`src/rtl/intr_dest_mask_pkg.sv`:
```
package intr_dest_mask_pkg;

  localparam int ID_W = 8;
  localparam int NIB_W = ID_W / 2;
  localparam int MODEL_W = 4;

  localparam logic [ID_W-1:0]    ID_BCAST      = '1;
  localparam logic [MODEL_W-1:0] MODEL_FLAT    = 4'hF;
  localparam logic [MODEL_W-1:0] MODEL_CLUSTER = 4'h0;

  typedef enum logic [2:0] {
    DM_FIXED  = 3'd0,
    DM_LOWEST = 3'd1,
    DM_SMI    = 3'd2,
    DM_RSV3   = 3'd3,
    DM_NMI    = 3'd4,
    DM_INIT   = 3'd5,
    DM_START  = 3'd6,
    DM_RSV7   = 3'd7
  } dlv_mode_e;

  typedef enum logic [1:0] {
    SH_ADDRESSED = 2'd0,
    SH_SELF      = 2'd1,
    SH_ALL       = 2'd2,
    SH_OTHERS    = 2'd3
  } shorthand_e;

  typedef struct packed {
    logic               valid;
    logic [ID_W-1:0]    phys;
    logic [ID_W-1:0]    logd;
    logic [MODEL_W-1:0] model;
  } ctrl_entry_t;

endpackage

```
`src/rtl/idm_lowest.sv`:
```
module idm_lowest #(
  parameter int N = 32
) (
  input  logic [N-1:0] bits_i,
  output logic [N-1:0] lowest_o
);
  localparam logic [N-1:0] ONE = {{(N-1){1'b0}}, 1'b1};

  // two's-complement isolation of the least significant set bit
  assign lowest_o = bits_i & (~bits_i + ONE);
endmodule

```
`src/rtl/idm_table.sv`:
```
module idm_table
  import intr_dest_mask_pkg::*;
#(
  parameter int N     = 32,
  parameter int IDX_W = 5
) (
  input  logic                  clk,
  input  logic                  rst_n,
  input  logic                  wr_en,
  input  logic [IDX_W-1:0]      wr_idx,
  input  ctrl_entry_t           wr_entry,
  output ctrl_entry_t [N-1:0]   ent_o
);

  ctrl_entry_t [N-1:0] ent_q;
  ctrl_entry_t [N-1:0] ent_d;
  logic                wr_ok;

  assign wr_ok = wr_en && (int'(wr_idx) < N);

  always_comb begin
    ent_d = ent_q;
    for (int i = 0; i < N; i++) begin
      if (wr_ok && (int'(wr_idx) == i)) ent_d[i] = wr_entry;
    end
  end

  always_ff @(posedge clk or negedge rst_n) begin
    if (!rst_n) begin
      ent_q <= '0;
    end else if (wr_ok) begin
      ent_q <= ent_d;
    end
  end

  assign ent_o = ent_q;


  write_lands_chk: assert property (@(posedge clk) disable iff (!rst_n)
    wr_ok |=> (ent_q[$past(wr_idx)] == $past(wr_entry)));

endmodule

```
`src/rtl/idm_match.sv`:
```
module idm_match
  import intr_dest_mask_pkg::*;
#(
  parameter int N     = 32,
  parameter int IDX_W = 5
) (
  input  ctrl_entry_t [N-1:0] ent_i,
  input  logic [ID_W-1:0]     dest_i,
  input  logic                logical_i,
  input  logic [1:0]          shorthand_i,
  input  logic [IDX_W-1:0]    sender_i,
  output logic [N-1:0]        mask_o,
  output logic [N-1:0]        valid_o
);

  localparam logic [N-1:0] ONE = {{(N-1){1'b0}}, 1'b1};

  logic [N-1:0] phys_hit;
  logic [N-1:0] log_hit;
  logic [N-1:0] phys_first;
  logic [N-1:0] addressed;
  logic [N-1:0] sender_oh;

  for (genvar i = 0; i < N; i++) begin : g_ent
    logic flat_m;
    logic clus_m;
    assign flat_m = (ent_i[i].model == MODEL_FLAT) && (|(dest_i & ent_i[i].logd));
    assign clus_m = (ent_i[i].model == MODEL_CLUSTER)
                 && (dest_i[ID_W-1:NIB_W] == ent_i[i].logd[ID_W-1:NIB_W])
                 && (|(dest_i[NIB_W-1:0] & ent_i[i].logd[NIB_W-1:0]));
    assign valid_o[i]  = ent_i[i].valid;
    assign phys_hit[i] = ent_i[i].valid && (ent_i[i].phys == dest_i);
    assign log_hit[i]  = ent_i[i].valid && (flat_m || clus_m);
  end

  idm_lowest #(.N(N)) u_phys_pick (
    .bits_i   (phys_hit),
    .lowest_o (phys_first)
  );

  assign sender_oh = ONE << sender_i;

  always_comb begin
    if (logical_i)                 addressed = log_hit;
    else if (dest_i == ID_BCAST)   addressed = valid_o;
    else                           addressed = phys_first;
  end

  always_comb begin
    unique case (shorthand_e'(shorthand_i))
      SH_ADDRESSED: mask_o = addressed;
      SH_SELF:      mask_o = valid_o & sender_oh;
      SH_ALL:       mask_o = valid_o;
      SH_OTHERS:    mask_o = valid_o & ~sender_oh;
      default:      mask_o = '0;
    endcase
  end

endmodule

```
`src/rtl/idm_fanout.sv`:
```
module idm_fanout
  import intr_dest_mask_pkg::*;
#(
  parameter int N = 32
) (
  input  logic [N-1:0] mask_i,
  input  logic [2:0]   mode_i,
  input  logic         trigger_i,
  input  logic         level_i,
  output logic [N-1:0] irq_o,
  output logic [N-1:0] smi_o,
  output logic [N-1:0] nmi_o,
  output logic [N-1:0] init_o,
  output logic [N-1:0] start_o,
  output logic [N-1:0] arb_copy_o
);

  logic [N-1:0] low_mask;

  idm_lowest #(.N(N)) u_low_pick (
    .bits_i   (mask_i),
    .lowest_o (low_mask)
  );

  always_comb begin
    irq_o      = '0;
    smi_o      = '0;
    nmi_o      = '0;
    init_o     = '0;
    start_o    = '0;
    arb_copy_o = '0;
    unique case (dlv_mode_e'(mode_i))
      DM_FIXED:  irq_o   = mask_i;
      DM_LOWEST: irq_o   = low_mask;
      DM_SMI:    smi_o   = mask_i;
      DM_NMI:    nmi_o   = mask_i;
      DM_INIT: begin
        if (!level_i && trigger_i) arb_copy_o = mask_i;
        else                       init_o     = mask_i;
      end
      DM_START:  start_o = mask_i;
      default: begin
      end
    endcase
  end

endmodule

```
`src/rtl/intr_dest_mask.sv`:
```
module intr_dest_mask
  import intr_dest_mask_pkg::*;
#(
  parameter int N_CTRL = 32,
  parameter int VEC_W  = 8,
  parameter int IDX_W  = (N_CTRL > 1) ? $clog2(N_CTRL) : 1
) (
  input  logic                    clk,
  input  logic                    rst_n,
  input  logic                    tbl_we,
  input  logic [IDX_W-1:0]        tbl_idx,
  input  logic                    tbl_valid,
  input  logic [7:0]              tbl_phys_id,
  input  logic [7:0]              tbl_log_dest,
  input  logic [3:0]              tbl_model,
  input  logic                    req_valid,
  input  logic [7:0]              req_dest,
  input  logic                    req_logical,
  input  logic [1:0]              req_shorthand,
  input  logic [IDX_W-1:0]        req_sender,
  input  logic [2:0]              req_mode,
  input  logic [VEC_W-1:0]        req_vector,
  input  logic                    req_trigger,
  input  logic                    req_level,
  output logic                    dlv_valid,
  output logic [N_CTRL-1:0]       irq_hit,
  output logic [VEC_W-1:0]        irq_vector,
  output logic                    irq_trigger,
  output logic [N_CTRL-1:0]       smi_pulse,
  output logic [N_CTRL-1:0]       nmi_pulse,
  output logic [N_CTRL-1:0]       init_pulse,
  output logic [N_CTRL-1:0]       start_pulse,
  output logic [N_CTRL*VEC_W-1:0] start_vector_bus,
  output logic [N_CTRL*ID_W-1:0]  arb_id_bus
);

  ctrl_entry_t [N_CTRL-1:0] entries;
  ctrl_entry_t              wr_entry;
  logic [N_CTRL-1:0]        sel_mask;
  logic [N_CTRL-1:0]        valid_vec;
  logic [N_CTRL-1:0]        f_irq, f_smi, f_nmi, f_init, f_start, f_arb;

  assign wr_entry = '{valid: tbl_valid, phys: tbl_phys_id,
                      logd: tbl_log_dest, model: tbl_model};

  idm_table #(.N(N_CTRL), .IDX_W(IDX_W)) u_table (
    .clk      (clk),
    .rst_n    (rst_n),
    .wr_en    (tbl_we),
    .wr_idx   (tbl_idx),
    .wr_entry (wr_entry),
    .ent_o    (entries)
  );

  idm_match #(.N(N_CTRL), .IDX_W(IDX_W)) u_match (
    .ent_i       (entries),
    .dest_i      (req_dest),
    .logical_i   (req_logical),
    .shorthand_i (req_shorthand),
    .sender_i    (req_sender),
    .mask_o      (sel_mask),
    .valid_o     (valid_vec)
  );

  idm_fanout #(.N(N_CTRL)) u_fanout (
    .mask_i     (sel_mask),
    .mode_i     (req_mode),
    .trigger_i  (req_trigger),
    .level_i    (req_level),
    .irq_o      (f_irq),
    .smi_o      (f_smi),
    .nmi_o      (f_nmi),
    .init_o     (f_init),
    .start_o    (f_start),
    .arb_copy_o (f_arb)
  );

  // pulse outputs: next state and registers
  logic                 valid_d, valid_q;
  logic [N_CTRL-1:0]    irq_d, irq_q, smi_d, smi_q, nmi_d, nmi_q;
  logic [N_CTRL-1:0]    init_d, init_q, start_d, start_q;
  logic [VEC_W-1:0]     vec_d, vec_q;
  logic                 trig_d, trig_q;

  always_comb begin
    valid_d = req_valid;
    irq_d   = req_valid ? f_irq   : '0;
    smi_d   = req_valid ? f_smi   : '0;
    nmi_d   = req_valid ? f_nmi   : '0;
    init_d  = req_valid ? f_init  : '0;
    start_d = req_valid ? f_start : '0;
    vec_d   = vec_q;
    trig_d  = trig_q;
    if (req_valid && (|f_irq)) begin
      vec_d  = req_vector;
      trig_d = req_trigger;
    end
  end

  always_ff @(posedge clk or negedge rst_n) begin
    if (!rst_n) begin
      valid_q <= 1'b0;
      irq_q   <= '0;
      smi_q   <= '0;
      nmi_q   <= '0;
      init_q  <= '0;
      start_q <= '0;
      vec_q   <= '0;
      trig_q  <= 1'b0;
    end else begin
      valid_q <= valid_d;
      irq_q   <= irq_d;
      smi_q   <= smi_d;
      nmi_q   <= nmi_d;
      init_q  <= init_d;
      start_q <= start_d;
      vec_q   <= vec_d;
      trig_q  <= trig_d;
    end
  end

  // per-target persistent registers with explicit enables
  for (genvar i = 0; i < N_CTRL; i++) begin : g_tgt
    logic             sv_en, arb_en;
    logic [VEC_W-1:0] sv_q;
    logic [ID_W-1:0]  arb_q;

    assign sv_en  = req_valid && f_start[i];
    assign arb_en = req_valid && f_arb[i];

    always_ff @(posedge clk or negedge rst_n) begin
      if (!rst_n)      sv_q <= '0;
      else if (sv_en)  sv_q <= req_vector;
    end

    always_ff @(posedge clk or negedge rst_n) begin
      if (!rst_n)      arb_q <= '0;
      else if (arb_en) arb_q <= entries[i].phys;
    end

    assign start_vector_bus[i*VEC_W +: VEC_W] = sv_q;
    assign arb_id_bus[i*ID_W +: ID_W]         = arb_q;
  end

  assign dlv_valid   = valid_q;
  assign irq_hit     = irq_q;
  assign irq_vector  = vec_q;
  assign irq_trigger = trig_q;
  assign smi_pulse   = smi_q;
  assign nmi_pulse   = nmi_q;
  assign init_pulse  = init_q;
  assign start_pulse = start_q;

  logic [N_CTRL-1:0] any_strobe;
  assign any_strobe = irq_q | smi_q | nmi_q | init_q | start_q;


  req_to_valid_chk: assert property (@(posedge clk) disable iff (!rst_n)
    req_valid |=> dlv_valid);


  quiet_when_idle_chk: assert property (@(posedge clk) disable iff (!rst_n)
    !dlv_valid |-> (any_strobe == '0));


  lowest_single_chk: assert property (@(posedge clk) disable iff (!rst_n)
    (req_valid && (req_mode == DM_LOWEST)) |=> $onehot0(irq_hit));


  invalid_silent_chk: assert property (@(posedge clk) disable iff (!rst_n)
    req_valid |=> ((any_strobe & ~$past(valid_vec)) == '0));


  others_skip_sender_chk: assert property (@(posedge clk) disable iff (!rst_n)
    (req_valid && (req_shorthand == SH_OTHERS))
      |=> (((any_strobe >> $past(req_sender)) & {{(N_CTRL-1){1'b0}}, 1'b1}) == '0));


  one_family_chk: assert property (@(posedge clk) disable iff (!rst_n)
    $countones({|irq_q, |smi_q, |nmi_q, |init_q, |start_q}) <= 1);

endmodule

```
`config.mk`:
```
export PLATFORM = sky130hd
export DESIGN_NAME = intr_dest_mask
export DESIGN_NICKNAME = d
export VERILOG_FILES = /design/src/rtl/intr_dest_mask_pkg.sv /design/src/rtl/idm_lowest.sv /design/src/rtl/idm_table.sv /design/src/rtl/idm_match.sv /design/src/rtl/idm_fanout.sv /design/src/rtl/intr_dest_mask.sv
export SDC_FILE = /design/constraint.sdc
export NUM_CORES = 2
export LEC_CHECK = 0
export BUFFER_PORTS_ARGS = -buffer_cell sky130_fd_sc_hd__buf_2
export CORE_MARGIN = 2
export CORE_UTILIZATION = 53
export DETAILED_ROUTE_END_ITERATION = 7
export PLACE_DENSITY_LB_ADDON = 0.25
export SLEW_MARGIN = 10
export SYNTH_ARGS = -nofsm -noshare
export SYNTH_HDL_FRONTEND = slang
export SYNTH_SLANG_ARGS = --single-unit
export TNS_END_PERCENT = 30
```
`constraint.sdc`:
```
create_clock -name clk -period 3.7 [get_ports clk]
set_input_delay 0 -clock clk [delete_from_list [all_inputs] [get_ports clk]]
set_output_delay 0 -clock clk [all_outputs]
set_load 0.005 [all_outputs]
```
==> results.json <==
{
  "core-area_um2": 109000,
  "yosysWarnings": 0,
  "dpl.cell_count": 7030,
  "ys_ff_latch": 1354,
  "ios": 741,
  "rsz0062_at_grt": "true",
  "place.gp.congestion": 0.940,
  "avgSynthCellArea_um2": 12.9,
  "status": "finished with violations",
  "first_pass_iters": 5,
  "synth_area_um2": 58500,
  "dieArea_um2": 113000,
  "worst_pin_slew_ps": 1200,
  "layout_common_cells": "dfrtp_1, mux2_2, buf_2",
  "port_buffers": 740,
  "synth_edf_count": 0,
  "finalHoldViolCount": 0,
  "layout.cells.non_filler": 7330,
  "synth_nets": 4707,
  "drv_cap": 0,
  "clock_latency_ps": 770,
  "final_common_cell": "dfrtp_1",
  "synth_compound_area_share_pct": 3.70,
  "cts_sinks": 1354,
  "synth_largest_area_cell": "dfrtp_1",
  "routedWlPerCell_um": 27.8,
  "grtUsageTotal_pct": 35.7,
  "pwr-share-clk_pct": 36.1,
  "r2r_cells": 17,
  "syn_to_final_growth_pct": 25.2,
  "fin_skew_ps": 36.6,
  "pre_cts_ws_ps": -704,
  "drc": 0,
  "synth-seq-area-share_pct": 57.9,
  "synthFlopType": "dfrtp_1",
  "ir_drop_mv": 0.441,
  "r2r_setup_slack_ps": -320,
  "antenna_found_initial": 11,
  "worstReg2RegStart": "u_table.ent_o[93]",
  "crit_required_ps": 4340,
  "crit_fanout": 5,
  "synth.area.mux_share_pct": 20.5,
  "die_x_um": 336,
  "cp-end-kind": "register",
  "violations": "negative setup slack",
  "yosysUniqueCellTypes": 73,
  "p_per_area_nw_per_um2": 547,
  "power.total_w": 0.0401,
  "clock.fmax_mhz": 249,
  "dp_hpwl_mm": 143,
  "first_global_vias": 43624,
  "holdCritPathClass": "in2reg",
  "ant_nets": 0,
  "synthXorXnorAreaFrac_pct": 4.13,
  "routed_wl_mm": 203,
  "grt_overflow": 0,
  "fin_nets": 5928,
  "start_util_pct": 53.6,
  "grt_pass1_wl_mm": 295,
  "cp-startpoint": "u_table.ent_o[93]",
  "ys_async_sr_fraction_pct": 100,
  "rr_endpoint": "irq_vector[5]",
  "vias": 43232,
  "path_class": "reg2reg",
  "path_clk_slew_ps": 60,
  "p_sw_w": 0.0112,
  "final_max_slew_viol_count": 0,
  "period_share_pct": 109,
  "finalSetupTns_ps": -2730,
  "via_per_inst": 5.90,
  "htree_levels": 4,
  "setup_slack_ps": -318,
  "cp-start-kind": "register",
  "syn_inst": 4520,
  "seq_power_share_pct": 46.2,
  "synth_area_leaders": "dfrtp_1, mux2_2, nand2_1",
  "cts-buffers-inserted": 143,
  "die_h_um": 336,
  "synth_simple_gate_area_share_pct": 8.81,
  "p_int_w": 0.0289,
  "max-slew-margin-rel_pct": 19.7,
  "cp_data_arrival_time_ps": 4660,
  "min_period_ps": 4020,
  "cts_tree": "built",
  "setup_viol": 9,
  "root_buffer": "clkbuf_16",
  "drtIter0Drc": 3509,
  "rows": 121,
  "grt_start_max_net_pins": 128,
  "synthAdderAreaFrac_pct": 2.74,
  "cts_max_path_buffers": 3,
  "cellLeakagePower_nw": 37.0,
  "synth_top_family_by_area": "multiplexers",
  "swShare_pct": 27.8,
  "power_frac_comb_pct": 17.7,
  "endpoint": "irq_vector[5]",
  "synth_top_area_share_pct": 57.9,
  "drive_gt1_share_pct": 46.4
}
## registers in the layout, indices dropped and copies added (netlist names)
signal	cells
dlv_valid	1
g_tgt.arb_q	256
g_tgt.sv_q	256
init_pulse	32
irq_hit	32
irq_trigger	1
irq_vector	8
nmi_pulse	32
smi_pulse	32
start_pulse	32
u_table.ent_o	672
## cell type report
class,instances,area (um^2)
antenna,6,15.0
clock buffer,215,4250
clock inverter,37,452
fill,7937,35900
inverter,33,124
multi-input combinational,2864,23900
sequential,1354,33900
tap,1476,1850
timing repair buffer,1345,8800
## cells in the mapped netlist, types with 17 or more instances
master and n:
a21oi_1 44, a22oi_1 45, a31oi_1 22, and4_1 17, buf_1 24, buf_2 29, clkbuf_1 196, clkinv_1 17
dfrtp_1 1354, ha_1 128, mux2_2 1067, nand2_1 459, nand2b_1 20, nand3_1 44, nand4_1 69, nor2_1 206
nor3_1 63, nor4_1 92, o211ai_1 21, o21ai_0 53, or4_1 36, xnor2_1 173, xor2_1 103
## critical path, cell delays in order (launching register included)
cell and delay (ps):
dfrtp_1 380, ha_1 290, or4_4 540, o21ai_4 160, a31oi_1 100, o311ai_1 250, buf_4 170, a32oi_2 120
nand4_1 260, or4_4 200, buf_6 100, nand2_4 50, o311ai_4 90, o2111ai_2 210, o41ai_4 350, buf_4 200
buf_8 140, mux2_4 300
## layer usage
layer	share of wire (%)	wire (um)	track usage, %	vias to the layer above
li1	-	-	-	18460
met4	5.3	10800	17.5	12
met5	0.035	72	0	-
met1	39	79300	45.5	22291
met3	8.6	17600	9.23	550
met2	47	95700	56.8	1919
## cells by family (layout without fill, tap and decap cells)
kind of cell / count (synthesis) / after routing
AO/OA/AOI/OAI: 304 / 304
XOR/XNOR: 276 / 276
buffers and inverters: 302 / 1630
other: 0 / 6
multiplexers: 1068 / 1068
AND/OR/NAND/NOR: 1088 / 1088
adder cells (fa/ha/maj): 128 / 128
flip-flops: 1354 / 1354
## through the flow
stage	instance area, um^2	hold WS, ps	utilization (%)
2_1_floorplan	58500	-296	-
3_3_place_gp	67700	115	62.1
3_5_place_dp	67700	98.5	62.1
4_1_cts	73100	7.81	67.0
5_1_grt	73300	28.9	67.1
6_report	73300	28.9	67.1
## repair_timing
item | 4_1_cts | 5_1_grt
gates resized for setup | 67 | 31
endpoints found under the setup margin | 25 | 39
hold buffers | 26 | 0
gates cloned | 1 | 0
endpoints found under the hold margin | 1306 | 0
pin swaps | 24 | 21
setup buffers | 12 | 6
## worst min-delay path by stage
stage                          startpoint            endpoint  slack [ps]  depth (start not counted)
final                     tbl_log_dest[7]  u_table.ent_o[200]          30                          2
after global routing      tbl_log_dest[7]  u_table.ent_o[200]          30                          2
after CTS                  tbl_phys_id[6]  u_table.ent_o[354]           8                          3
after detailed placement            rst_n     start_pulse[24]         100                          1
after global placement              rst_n   g_tgt[24].sv_q[6]         120                          1
after floorplan                     rst_n           dlv_valid        -300                          0
## power groups by stage
stage / logic [W] / registers [W] / clock network, W
after floorplan: 0.00348 / 0.0183 / 0
after global placement: 0.00662 / 0.0186 / 0
after detailed placement: 0.00681 / 0.0187 / 0
after CTS: 0.00701 / 0.0185 / 0.0146
after global routing: 0.00763 / 0.0187 / 0.0152
final: 0.00710 / 0.0185 / 0.0144
(Power assumes the default switching activity.)
